$ cat src/rtl/rmii_tx_pkg.sv
package rmii_tx_pkg;
  typedef enum logic [1:0] {ST_IDLE, ST_PRE, ST_PAY, ST_GAP} tx_state_e;
  typedef enum logic [1:0] {SRC_PRE, SRC_SFD, SRC_DATA} byte_src_e;
  localparam logic [7:0] PRE_BYTE = 8'h55;
  localparam logic [7:0] SFD_BYTE = 8'hD5;
endpackage

$ cat src/rtl/rmii_tx_gap_timer.sv
module rmii_tx_gap_timer #(
  parameter int GAP_CYCLES = 48
) (
  input  logic clk_i,
  input  logic rst_ni,
  input  logic in_gap_i,
  output logic done_o
);
  localparam int CNT_W = $clog2(GAP_CYCLES);

  logic [CNT_W-1:0] cnt_q;

  // Gap state lasts GAP_CYCLES-1 cycles; the mandatory idle cycle makes up the rest
  always_ff @(posedge clk_i or negedge rst_ni) begin
    if (!rst_ni)        cnt_q <= '0;
    else if (!in_gap_i) cnt_q <= '0;
    else if (!done_o)   cnt_q <= cnt_q + 1'b1;
  end

  assign done_o = in_gap_i && (cnt_q == CNT_W'(GAP_CYCLES - 2));
endmodule

$ cat src/rtl/rmii_tx_shifter.sv
module rmii_tx_shifter
  import rmii_tx_pkg::*;
(
  input  logic      clk_i,
  input  logic      rst_ni,
  input  logic      load_i,
  input  byte_src_e src_i,
  input  logic [7:0] data_i,
  output logic [1:0] txd_o
);
  logic [7:0] sr_q;
  logic [7:0] byte_d;

  always_comb begin
    unique case (src_i)
      SRC_PRE: byte_d = PRE_BYTE;
      SRC_SFD: byte_d = SFD_BYTE;
      default: byte_d = data_i;
    endcase
  end

  // Shifting in zeros drains to 00 after the last dibit of a byte
  always_ff @(posedge clk_i or negedge rst_ni) begin
    if (!rst_ni)     sr_q <= '0;
    else if (load_i) sr_q <= byte_d;
    else             sr_q <= {2'b00, sr_q[7:2]};
  end

  assign txd_o = sr_q[1:0];
endmodule

$ cat src/rtl/rmii_tx_fsm.sv
module rmii_tx_fsm
  import rmii_tx_pkg::*;
#(
  parameter int PRE_BYTES = 8
) (
  input  logic      clk_i,
  input  logic      rst_ni,
  input  logic      valid_i,
  input  logic      last_i,
  input  logic      gap_done_i,
  output logic      txen_o,
  output logic      ready_o,
  output logic      load_o,
  output byte_src_e src_o,
  output logic      in_gap_o,
  output logic      underrun_o
);
  localparam int PB_W = $clog2(PRE_BYTES);
  localparam logic [PB_W-1:0] PB_LAST = PB_W'(PRE_BYTES - 1);
  localparam logic [PB_W-1:0] PB_SFD  = PB_W'(PRE_BYTES - 2);

  tx_state_e       state_q;
  logic [PB_W-1:0] byte_q;
  logic [1:0]      dib_q;
  logic            last_q;
  logic            und_q;
  logic            last_dib, need_byte, start;

  assign last_dib  = (dib_q == 2'd3);
  assign need_byte = last_dib && (((state_q == ST_PRE) && (byte_q == PB_LAST)) ||
                                  ((state_q == ST_PAY) && !last_q));
  assign start     = (state_q == ST_IDLE) && valid_i;

  assign ready_o    = need_byte;
  assign txen_o     = (state_q == ST_PRE) || (state_q == ST_PAY);
  assign in_gap_o   = (state_q == ST_GAP);
  assign underrun_o = und_q;

  always_comb begin
    load_o = 1'b0;
    src_o  = SRC_DATA;
    if (start) begin
      load_o = 1'b1;
      src_o  = SRC_PRE;
    end else if ((state_q == ST_PRE) && last_dib && (byte_q != PB_LAST)) begin
      load_o = 1'b1;
      src_o  = (byte_q == PB_SFD) ? SRC_SFD : SRC_PRE;
    end else if (need_byte && valid_i) begin
      load_o = 1'b1;
    end
  end

  always_ff @(posedge clk_i or negedge rst_ni) begin
    if (!rst_ni) begin
      state_q <= ST_IDLE;
      byte_q  <= '0;
      dib_q   <= '0;
      last_q  <= 1'b0;
      und_q   <= 1'b0;
    end else begin
      und_q <= need_byte && !valid_i;
      unique case (state_q)
        ST_IDLE: if (start) begin
          state_q <= ST_PRE;
          byte_q  <= '0;
          dib_q   <= '0;
        end
        ST_PRE: begin
          dib_q <= dib_q + 2'd1;
          if (last_dib) begin
            if (byte_q != PB_LAST) byte_q <= byte_q + 1'b1;
            else if (valid_i) begin
              state_q <= ST_PAY;
              last_q  <= last_i;
            end else state_q <= ST_GAP;
          end
        end
        ST_PAY: begin
          dib_q <= dib_q + 2'd1;
          if (last_dib) begin
            if (last_q)       state_q <= ST_GAP;
            else if (valid_i) last_q  <= last_i;
            else              state_q <= ST_GAP;
          end
        end
        default: if (gap_done_i) state_q <= ST_IDLE;
      endcase
    end
  end

  assert_ready_spaced_R5: assert property (@(posedge clk_i) disable iff (!rst_ni)
    ready_o |=> !ready_o);
  assert_ready_in_frame_R5: assert property (@(posedge clk_i) disable iff (!rst_ni)
    ready_o |-> txen_o);
  assert_underrun_single_R7: assert property (@(posedge clk_i) disable iff (!rst_ni)
    underrun_o |=> !underrun_o);
  assert_underrun_after_end_R7: assert property (@(posedge clk_i) disable iff (!rst_ni)
    underrun_o |-> (!txen_o && $fell(txen_o)));
endmodule

$ cat src/rtl/rmii_tx_serializer.sv
module rmii_tx_serializer
  import rmii_tx_pkg::*;
#(
  parameter int PRE_BYTES  = 8,
  parameter int GAP_CYCLES = 48
) (
  input  logic       clk_i,
  input  logic       rst_ni,
  input  logic [7:0] data_i,
  input  logic       valid_i,
  input  logic       last_i,
  output logic       ready_o,
  output logic       txen_o,
  output logic [1:0] txd_o,
  output logic       underrun_o
);
  localparam int LOW_W = $clog2(GAP_CYCLES + 1);
  localparam int RUN_W = 16;
  localparam int MIN_RUN = 4 * PRE_BYTES;

  logic      load, in_gap, gap_done;
  byte_src_e src;

  rmii_tx_fsm #(.PRE_BYTES(PRE_BYTES)) u_fsm (
    .clk_i, .rst_ni, .valid_i, .last_i,
    .gap_done_i (gap_done),
    .txen_o, .ready_o,
    .load_o     (load),
    .src_o      (src),
    .in_gap_o   (in_gap),
    .underrun_o
  );

  rmii_tx_shifter u_shift (
    .clk_i, .rst_ni,
    .load_i (load),
    .src_i  (src),
    .data_i,
    .txd_o
  );

  rmii_tx_gap_timer #(.GAP_CYCLES(GAP_CYCLES)) u_gap (
    .clk_i, .rst_ni,
    .in_gap_i (in_gap),
    .done_o   (gap_done)
  );

  // Observation counters for the line-level properties
  logic [LOW_W-1:0] low_cnt_q;
  logic [RUN_W-1:0] run_cnt_q;

  always_ff @(posedge clk_i or negedge rst_ni) begin
    if (!rst_ni) begin
      low_cnt_q <= LOW_W'(GAP_CYCLES);
      run_cnt_q <= '0;
    end else begin
      if (txen_o) low_cnt_q <= '0;
      else if (low_cnt_q != LOW_W'(GAP_CYCLES)) low_cnt_q <= low_cnt_q + 1'b1;
      if (!txen_o) run_cnt_q <= '0;
      else if (run_cnt_q != '1) run_cnt_q <= run_cnt_q + 1'b1;
    end
  end

  assert_txd_quiet_R4: assert property (@(posedge clk_i) disable iff (!rst_ni)
    !txen_o |-> (txd_o == 2'b00));
  assert_ifg_min_R8: assert property (@(posedge clk_i) disable iff (!rst_ni)
    $rose(txen_o) |-> (low_cnt_q == LOW_W'(GAP_CYCLES)));
  assert_whole_bytes_R6: assert property (@(posedge clk_i) disable iff (!rst_ni)
    $fell(txen_o) |-> ((run_cnt_q[1:0] == 2'b00) && (run_cnt_q >= RUN_W'(MIN_RUN))));
endmodule

$ cat config.mk
export PLATFORM = sky130hd
export DESIGN_NAME = rmii_tx_serializer
export DESIGN_NICKNAME = d
export VERILOG_FILES = /design/src/rtl/rmii_tx_pkg.sv /design/src/rtl/rmii_tx_gap_timer.sv /design/src/rtl/rmii_tx_shifter.sv /design/src/rtl/rmii_tx_fsm.sv /design/src/rtl/rmii_tx_serializer.sv
export SDC_FILE = /design/constraint.sdc
export NUM_CORES = 1
export LEC_CHECK = 0
export ABC_AREA = 1
export BUFFER_PORTS_ARGS = -buffer_cell sky130_fd_sc_hd__buf_4
export CORE_ASPECT_RATIO = 1.2
export CORE_MARGIN = 3
export CORE_UTILIZATION = 51
export CTS_BUF_LIST = sky130_fd_sc_hd__clkbuf_16
export DETAILED_ROUTE_END_ITERATION = 7
export PLACE_DENSITY = 0.75
export SYNTH_ARGS = -nofsm -noshare
export SYNTH_HDL_FRONTEND = slang
export SYNTH_SLANG_ARGS = --single-unit
$ cat constraint.sdc
create_clock -name clk_i -period 1.55 [get_ports clk_i]
set_input_delay 0.31 -clock clk_i [delete_from_list [all_inputs] [get_ports clk_i]]
set_output_delay 0.31 -clock clk_i [all_outputs]
set_load 0.01 [all_outputs]
## Word level (Yosys, flattened, before mapping)

Cells that the tools add are included.

| word-level totals | value |
|---|---|
| bits in registers | 23 |
| input port bits | 12 |
| output and inout bits | 5 |
| logic and storage cells | 83 |

| operators by class | value |
|---|---|
| $add $sub $neg | 3 |
| equal/unequal tests | 17 |
| mux-type cells | 32 |
| reductions and logical operators | 24 |

Operator list:

| cell | number |
|---|---|
| $mux 2 | 10 |
| $pmux 8 s2 | 1 |
| $mux 6 | 2 |
| $mux 1 | 11 |
| $logic_and 1x1->1 | 9 |
| $mux 3 | 3 |
| $mux 8 | 1 |
| $ne 2x2->1 const B | 4 |
| $add 6x1->6 const B | 1 |
| $eq 2x2->1 const B | 3 |
| $eq 3x3->1 const B | 2 |
| $eq 6x6->1 const B | 1 |
| $ne 2x1->1 const B | 3 |
| $pmux 2 s3 | 1 |
| $pmux 3 s2 | 1 |
| $reduce_and 6->1 | 1 |
| $reduce_bool 2->1 | 3 |
| $reduce_and 5->1 | 1 |
| $eq 2x1->1 const B | 2 |
| $logic_not 2->1 | 2 |
| $pmux 2 s2 | 1 |
| $reduce_and 4->1 | 1 |
| $reduce_bool 4->1 | 1 |
| $add 3x1->3 const B | 1 |
| other kinds (8) | 10 |

## Depth between registers and ports, before layout

Gate-level depths: netlist of run 1.

| logic depth | value |
|---|---|
| depth after elaboration | 9 |
| gate-level depth with buffers | 10 |
| gate-level depth less buffers | 10 |

## By module

Synthesis of run 1 repeated with hierarchy kept, for this count alone.

| second synthesis, totals | value |
|---|---|
| cell total of the unflattened synthesis | 173 |
| area total of the unflattened synthesis | 1,400.1 um^2 |

By module, submodules not included:

| module | times used | cells an instance | area an instance (um^2) | sequential area each (um^2) |
|---|---|---|---|---|
| rmii_tx_fsm | 1 | 92 | 701.9 | 225.2 |
| rmii_tx_gap_timer | 1 | 43 | 362.8 | 150.1 |
| rmii_tx_shifter | 1 | 38 | 335.3 | 200.2 |

## Least setup slack after synthesis of run 1

Ideal clock, no wire load.

| timing path | value |
|---|---|
| path type | register to register |
| from | register u_fsm.byte_q[0] |
| to | register u_shift.sr_q[0] |
| library setup time | 0.121 ns |
| data arrival time | 1.313 ns |
| required time | 1.429 ns |
| slack | 0.117 ns |
| stages on the path, launching flop included | 10 |
| path buffers | 1 |
| clock period less this slack | 1.433 ns |
| cell sequence | dfrtp_1 > ha_1 > ha_1 > inv_1 > nand2_2 > nor2_4 > nor2_4 > buf_6 > nand3_1 > nand2_1 |

| on the way | value |
|---|---|
| word-level cells in the longest chain between the ends | 9 |
| elaborated cells between the ends (all ways) | 18 |
| classes of those cells | eq/ne: 4; mux: 8; reduce/logical: 6 |

Ends and longest elaborated chain:

| item | line | text |
|---|---|---|
| start, declared | rmii_tx_fsm.sv:23 | `logic [PB_W-1:0] byte_q;` |
| start signal, assigned | rmii_tx_fsm.sv:71 | `if (byte_q != PB_LAST) byte_q <= byte_q + 1'b1;` |
| parallel branches: the longest is 8 deep, another holds $pmux 8 s2 | -- |  |
| $mux 8 * | rmii_tx_shifter.sv:25 | `else if (load_i) sr_q <= byte_d;` |
| end signal, assigned | rmii_tx_shifter.sv:25 |  |
| end signal, assigned | rmii_tx_shifter.sv:26 | `else sr_q <= {2'b00, sr_q[7:2]};` |
| end, declared | rmii_tx_shifter.sv:11 | `logic [7:0] sr_q;` |

Mark *: on every way between the ends.
A chain may end at the register's enable or synchronous reset.

## Final worst setup path of run 1

| timing path | value |
|---|---|
| from | register u_fsm.byte_q[0] |
| to | output port ready_o |

| on the way | value |
|---|---|
| word-level cells in the longest chain between the ends | 4 |

Ends and longest elaborated chain:

| item | line | text |
|---|---|---|
| $eq 3x3->1 | rmii_tx_fsm.sv:30 | `assign need_byte = last_dib && (((state_q == ST_PRE) && (byte_q == PB_LAST)) \|\|` |
| $logic_and 1x1->1 | rmii_tx_fsm.sv:30 |  |
| $logic_or 1x1->1 | rmii_tx_fsm.sv:30 |  |
| $logic_and 1x1->1 | rmii_tx_fsm.sv:30 |  |
| end, declared | rmii_tx_serializer.sv:12 | `output logic ready_o,` |

No other way between the ends.

==> results of run 1 <==
critical path, cell delays in order (launching register included):
cell and delay (ns):
sky130_fd_sc_hd__dfrtp_1 0.40, sky130_fd_sc_hd__ha_2 0.21, sky130_fd_sc_hd__ha_4 0.17, sky130_fd_sc_hd__nand2_4 0.06, sky130_fd_sc_hd__nand2_4 0.05, sky130_fd_sc_hd__nand2_4 0.06, sky130_fd_sc_hd__inv_2 0.04, sky130_fd_sc_hd__buf_6 0.11
final cells by class:
class,instances,area (sq um),share of cell area [%]
Clock buffer,3,75.1,4.41
Sequential cell,23,576,33.8
Timing Repair Buffer,27,234,13.7
Clock inverter,1,5.00,0.294
Inverter,24,92.6,5.43
Multi-Input combinational cell,107,683,40.1
Tap cell,31,38.8,2.28
sequential cells by signal (all words and copies together), names as in the netlist:
register,flops
u_fsm.byte_q,3
u_fsm.underrun_o,1
u_shift.sr_q,8
u_fsm.state_q,2
u_fsm.last_q,1
u_fsm.dib_q,2
u_gap.cnt_q,6
power by group through the flow:
stage | clock network, mW | logic [mW] | registers [mW]
global route | 0.594 | 1.64 | 0.905
finish | 0.553 | 1.44 | 0.885
global placement | 0 | 1.17 | 0.874
detailed placement | 0 | 1.22 | 0.888
CTS | 0.563 | 1.25 | 0.887
floorplan | 0 | 0.834 | 0.871
timing repair:
action                     4_1_cts  5_1_grt
resized for setup                6        7
pin swaps                        2        5
hold endpoints to repair        23        0
setup buffers                    1        2
hold buffers                     1        0
setup endpoints to repair        1       12
metal layers:
layer / up-vias / track usage [%] / wire [microns]
met2: 27 / 32.4 / 1470
met5: - / 0 / 0
met1: 517 / 20.5 / 1100
li1: 554 / - / -
met3: 9 / 3.63 / 120
met4: 0 / 9.85 / 75
cell families (layout without fill, tap and decap cells):
kind of cell / after synthesis / count (layout) / share of synthesized area [%]
compound gates: 20 / 20 / 8.07
xor+xnor: 2 / 2 / 1.33
fa+ha+maj: 11 / 11 / 10.4
buf+inv: 27 / 55 / 9.02
flops: 23 / 23 / 43.7
simple gates: 74 / 74 / 27.4
metrics by stage:
stage,cell area (sq um),TNS [ns]
finish,1700,-0.295
global route,1700,-1.11
CTS,1630,-0.109
detailed placement,1520,0
global placement,1520,0
floorplan,1320,0
cells in the final DEF (no fill, tap or decap), types with 3 or more instances in the layout:
cell type and instances:
sky130_fd_sc_hd__a21oi_1 6, sky130_fd_sc_hd__buf_4 23, sky130_fd_sc_hd__clkbuf_16 3, sky130_fd_sc_hd__dfrtp_1 23
sky130_fd_sc_hd__ha_1 7, sky130_fd_sc_hd__ha_4 3, sky130_fd_sc_hd__inv_1 19, sky130_fd_sc_hd__inv_2 4
sky130_fd_sc_hd__nand2_1 38, sky130_fd_sc_hd__nand2_4 3, sky130_fd_sc_hd__nand3_1 14, sky130_fd_sc_hd__nor2_1 8
sky130_fd_sc_hd__nor2_4 3, sky130_fd_sc_hd__o21ai_0 10
path summary, 6_finish.rpt:
check	from	to	slack (ns)	depth (start not counted)
worst max register to register	u_fsm.byte_q[0]$_DFFE_PN0P_	u_shift.sr_q[5]$_DFF_PN0_	-0.05	10
worst min-delay path	data_i[6]	u_shift.sr_q[6]$_DFF_PN0_	0.25	3
max in group asynchronous	rst_ni	u_fsm.dib_q[0]$_DFFE_PN0P_	0.83	2
worst max-delay path	u_fsm.byte_q[0]$_DFFE_PN0P_	ready_o	-0.10	7
worst min register to register	u_shift.sr_q[5]$_DFF_PN0_	u_shift.sr_q[3]$_DFF_PN0_	0.48	2
min in group asynchronous	rst_ni	u_gap.cnt_q[4]$_DFFE_PN0P_	0.48	2
==> out/summary.md, run 1 <==
For this design the ratio of total power to cell area is 1690 nW/um^2. Yosys mapped the design onto 25 distinct sky130hd cell types. OpenSTA, run right after detailed placement, puts the worst setup slack at 0.0158 ns. The final-report hold violation count came out at 0. The clock net in this run drives a total of 23 sinks.

Number of search-and-repair iterations in the first detailed-routing pass: 4. The floorplan die height was 61.7 microns. Most used flip-flop cell after synthesis: sky130_fd_sc_hd__dfrtp_1. The first global-routing pass estimated 4320 microns of wire.

Fraction of registers with async set or reset after synthesis: 100%. For the relative contribution of the clock network to total power, the log shows 19.2%. The number of nets handed over by synthesis was 180. Including well taps, the total number of placed cells is 208. Between clock sinks in the finished design, the worst skew comes to 0.00214 ns. VDD sags by at most 0.00141 V. The run gives 0 as the number of warnings reported in the yosys synthesis log. After detailed routing, the number of vias per cell comes to 5.13. The arrival time of data at the critical path endpoint was 1.34 ns; the count of H-tree levels built during CTS was 1. The run gives 0 as the remaining routing DRC violations. Yosys attributes the largest share of cell area to sky130_fd_sc_hd__dfrtp_1 (44%), sky130_fd_sc_hd__nand2_1 (11%), sky130_fd_sc_hd__ha_1 (10%), sky130_fd_sc_hd__inv_1 (6.0%), sky130_fd_sc_hd__nand3_1 (5.7%). The layout filler cell count is 183.

The leftover overflow at the end of global routing was 0; the initial core utilization was 55.4%. Worst relative slew slack: 79.6%. Summed over all nets, the half-perimeter wirelength after detailed placement is 1960 microns.

Highest clock frequency the design can meet: 606 MHz. For the area of the die, the log shows 3230 sq um. The top fanout value on the critical path came out at 2. From left edge to right edge, the die measures 52.4 microns. The final route contains 1,107 vias.

Clock tree synthesis inserted a total of 3 buffers. Leaving out filler cells and counting taps, the final layout contains 216. The net switching power figure was 1.11 mW; the max-cap violation count was 0.

17 I/O pins were placed. The tools report the final hold slack as 0.253 ns. The flow ran to the end, but the final reports show violations. Summing the sequential cell areas from Yosys gives 43.7% of the chip area.

Averaged over all synthesized cells, the footprint is 8.39 sq um. The count of nets left with antenna violations once routing finished came out at 0. The area share of the leading cell type in the synthesized netlist was 43.7%. In this run the static leakage power is 0.936 nW.

In this run, synthesis inferred 0 flip-flops with an integrated enable. Clock tree synthesis selected as its root buffer the cell sky130_fd_sc_hd__clkbuf_16. Kind of end point of the critical path: a primary output. STA classifies the critical path startpoint as a flop. The class of the tightest hold or removal check is input port to flop. Setup violations remaining at the end of the flow were counted as 6. For the area of the core, the log shows 2380 sq um. For the pin count of the biggest net entering global routing, the log shows 24.

Type of the worst setup path: flop to primary output. The routed design has 2760 microns of wire. Counting instances in the post-synthesis netlist gives the leading cell types as sky130_fd_sc_hd__nand2_1 (38), sky130_fd_sc_hd__dfrtp_1 (23), sky130_fd_sc_hd__inv_1 (21). Top cell type by total area after synthesis: sky130_fd_sc_hd__dfrtp_1. The most common cell in the synthesized netlist is sky130_fd_sc_hd__nand2_1.

The max-slew violation total from the final report was 0. The run gives 157 as the synthesized instance count. For the worst setup path, the data required time is 1.24 ns. TritonCTS built the clock tree. Synthesis inferred 23 register bits. After the first detailed-routing iteration, the DRC count stood at 42. Of the total power, registers draw 30.7%. The final net count is 209. Cells with a size suffix above 1 make up 27.0% of the layout. Routability-driven placement finished with a final weighted congestion of 0.865. The final reports fail on negative setup slack.

The clock transition time at the flip-flop clock pins of the worst setup and hold paths is 0.06 ns, and the switching part of the total is 38.4%. The number of antenna violations at the first check in global routing was 0. At the pin with the least slew margin, the transition time is 0.306 ns. The tools report the final worst-path setup slack as -0.101 ns. Setup repair after global routing could not meet its margin everywhere. The worst path uses 107% of the clock period. The internal power of the cells totals 1.77 mW.

The share of the core filled with cells is 71.7%, and the total of buffers placed on input and output ports is 16. The total power after layout was 2.88 mW; the part of the total power dissipated in combinational logic was 50.1%. For the finished layout, the period the worst path requires is 1.65 ns.

The clock insertion delay at the later pin of the skew report is 0.25 ns, and the maximum buffer depth of the clock tree is 2. Global routing consumed, over all layers together, 18.3% of the routing resources. The number of diodes was 0; the relative area change from synthesis to final layout was 29.3%. The tools report the post-synthesis cell area as 1320 sq um. The number of global-route vias before repair was 1,059; the number of core rows was 19. In the final routed layout, each cell accounts on average for 12.8 microns.
Note: power is estimated with default switching activity, not from simulation.
==> run 2: changes to the inputs <==
--- a/config.mk
+++ b/config.mk
@@ -9,10 +9,10 @@
 export BUFFER_PORTS_ARGS = -buffer_cell sky130_fd_sc_hd__buf_4
 export CORE_ASPECT_RATIO = 1.2
 export CORE_MARGIN = 3
-export CORE_UTILIZATION = 51
+export CORE_UTILIZATION = 56
 export CTS_BUF_LIST = sky130_fd_sc_hd__clkbuf_16
 export DETAILED_ROUTE_END_ITERATION = 7
-export PLACE_DENSITY = 0.75
+export PLACE_DENSITY = 0.78
 export SYNTH_ARGS = -nofsm -noshare
 export SYNTH_HDL_FRONTEND = slang
 export SYNTH_SLANG_ARGS = --single-unit
==> constraint.sdc (replaced) <==
create_clock -name clk_i -period 1.85 [get_ports clk_i]
set_input_delay 0.37 -clock clk_i [delete_from_list [all_inputs] [get_ports clk_i]]
set_output_delay 0.37 -clock clk_i [all_outputs]
set_load 0.005 [all_outputs]
==> out/summary.md, run 2 (same netlist as run 1, synthesis figures left out) <==
The floorplan step defined a die boundary enclosing 2970 sq um. Leaving out fill and tap cells, the most frequent cells in the layout are sky130_fd_sc_hd__nand2_1 (38), sky130_fd_sc_hd__inv_1 (22), sky130_fd_sc_hd__dfrtp_1 (22). The largest registers in the layout are u_shift.sr_q: 8 flops, u_gap.cnt_q: 6 flops, u_fsm.byte_q: 3 flops. STA classifies the critical path startpoint as a flop. For the count of H-tree levels built during CTS, the log shows 1. The tools report the placed wire-length estimate after detailed placement as 1900 microns. Buffer cell driving the clock tree root: sky130_fd_sc_hd__clkbuf_16.

Setup violations remaining at the end of the flow were counted as 0. The tools report the kind of end point of the critical path as a primary output. Max-slew violation total from the final report: 0. The pin count of the biggest net entering global routing is 24, and the measured slew at the worst slew-check pin is 0.297 ns. STA puts the critical path data required time at 1.48 ns. The static leakage power is 0.864 nW. The total global routing track utilization is 18.6%, and the setup skew after layout is 0.00117 ns. Ratio of total power to cell area: 1370 nW/um^2. The total wire length after detailed routing was 2600 microns.

The final-report hold violation count is 0, and the vias per cell is 5.11. Counting flops per register, the top entry is u_shift.sr_q. Summing all placed instances gives a cell area of 1460 sq um. The repair_antennas step left the layout with diodes totalling 0. In this run, post-CTS hold repair placed 0 buffers. Dividing the detail-routed wire length by the instance count gives 12.6 microns.

The maximum buffer depth of the clock tree was 2; the layout filler cell count was 158. In this run the vertical extent of the chip is 59.1 microns. In the final design database the tool counted 200 nets. The number of global-route vias before repair was 1,047. The number of core rows came out at 18. The final route contains 1,053 vias.

For this run the aggregate overflow at the end of global routing stands at 0. The top fanout value on the critical path was 5. The final worst-path cycle share works out to 96.3%. The finished cells cover 1560 sq um. Relative area change from synthesis to final layout: 18.7%.

Data arrives at the worst endpoint at 1.41 ns. The share of the core filled with cells was 73.1%; the post-detailed-route count of antenna-violating nets was 0. The congestion estimate from routability-driven global placement came to 0.888. Subtracting the final worst setup slack from the clock period gives 1.78 ns. The area of the core came out at 2140 sq um. The number of antenna violations at the first check in global routing came out at 0. Highest clock frequency the design can meet: 561 MHz.

The I/O pin count came out at 17. TritonCTS built the clock tree. In this run the tightest slew margin relative to its limit is 80.2%. The initial utilization of the core area, before any placement, comes to 61.6%. The run gives 3 as the clock buffer count from CTS. For this design, the sink count on the clock tree is 23.

The total of buffers placed on input and output ports was 16. The first global-routing pass estimated 4150 microns of wire. The run finished with clean final reports. The max-cap violation count is 0.

For this block, the initial DRC count from the detailed router was 14. The register with the most flip-flops in the layout has 8 of them. Type of the worst setup path: flop to primary output. Cells with a size suffix above 1 make up 22.2% of the layout. For this run, design rule violations remaining after detail routing come to 0. The class of the tightest hold or removal check was input port to async pin.

The number of search-and-repair iterations in the first detailed-routing pass is 4, and the die boundary width is 50.3 microns. Clock latency on the worst-skew pair, taken at its later pin, is 0.25 ns. The clock transition time at the flip-flop clock pins of the worst setup and hold paths works out to 0.06 ns. IR analysis of the VDD net gives a maximum drop of 0.000955 V.

Leaving out fill and tap cells, the most frequent cell in the layout is sky130_fd_sc_hd__nand2_1.
run 2: power by group:
group	internal (mW)	total [mW]	switching, mW	leakage [nW]
combinational	0.373	0.936	0.562	0.520
sequential	0.653	0.755	0.102	0.301
clock	0.288	0.456	0.168	0.0423
total	1.31	2.15	0.833	0.864
run 2: repair_timing:
item                                   CTS  global route
endpoints found under the hold margin    0             0
setup endpoints to repair                0             1
setup buffers                            0             1
resized for setup                        0             6
run 2: routing by layer:
metal / track usage (%) / vias up / wire length (microns)
met4: 8.70 / 0 / 53
li1: - / 537 / -
met2: 36.2 / 20 / 1420
met1: 18.9 / 490 / 1060
met5: 0 / - / 0
met3: 3.02 / 6 / 62
run 2: path summary, 6_finish.rpt:
path / startpoint / to / slack (ns) / cells after the start
worst max-delay path: u_fsm.state_q[0]$_DFFE_PN0P_ / ready_o / 0.07 / 7
worst min-delay path: rst_ni / u_gap.cnt_q[4]$_DFFE_PN0P_ / 0.003 / 1
worst max register to register: u_fsm.state_q[1]$_DFFE_PN0P_ / u_shift.sr_q[0]$_DFF_PN0_ / 0.25 / 8
worst min register to register: u_shift.sr_q[5]$_DFF_PN0_ / u_shift.sr_q[3]$_DFF_PN0_ / 0.47 / 2
max in group asynchronous: rst_ni / u_fsm.state_q[0]$_DFFE_PN0P_ / 1.60 / 1
min in group clk_i: data_i[6] / u_shift.sr_q[6]$_DFF_PN0_ / 0.32 / 3
run 2: stage by stage:
step	setup TNS [ns]	cells	setup WS, ns	total power [mW]	hold slack [ns]
after floorplan	0	157	0.417	1.41	0.0744
after global placement	0	201	0.302	1.58	0.278
after detailed placement	0	201	0.267	1.64	0.279
after CTS	0	205	0.00972	2.11	0.0109
after global routing	-0.00439	206	-0.00439	2.34	0.0172
final	0	206	0.0684	2.15	0.00326
run 2: cell type report:
| cell class | count | area [sq um] | area share (%) |
|---|---|---|---|
| inverter | 24 | 92.6 | 5.92 |
| multi-input combinational | 107 | 643 | 41.1 |
| sequential | 23 | 577 | 36.9 |
| clock buffer | 3 | 75.1 | 4.80 |
| tap | 30 | 37.5 | 2.40 |
| timing repair buffer | 18 | 135 | 8.64 |
| clock inverter | 1 | 3.75 | 0.240 |
run 2: critical path: stages, from the launching register on:
cell and delay (ns):
sky130_fd_sc_hd__dfrtp_2 0.45, sky130_fd_sc_hd__inv_1 0.11, sky130_fd_sc_hd__ha_2 0.22, sky130_fd_sc_hd__nand2_1 0.07, sky130_fd_sc_hd__nand2_2 0.07, sky130_fd_sc_hd__nand2_4 0.07, sky130_fd_sc_hd__inv_1 0.07, sky130_fd_sc_hd__buf_4 0.10
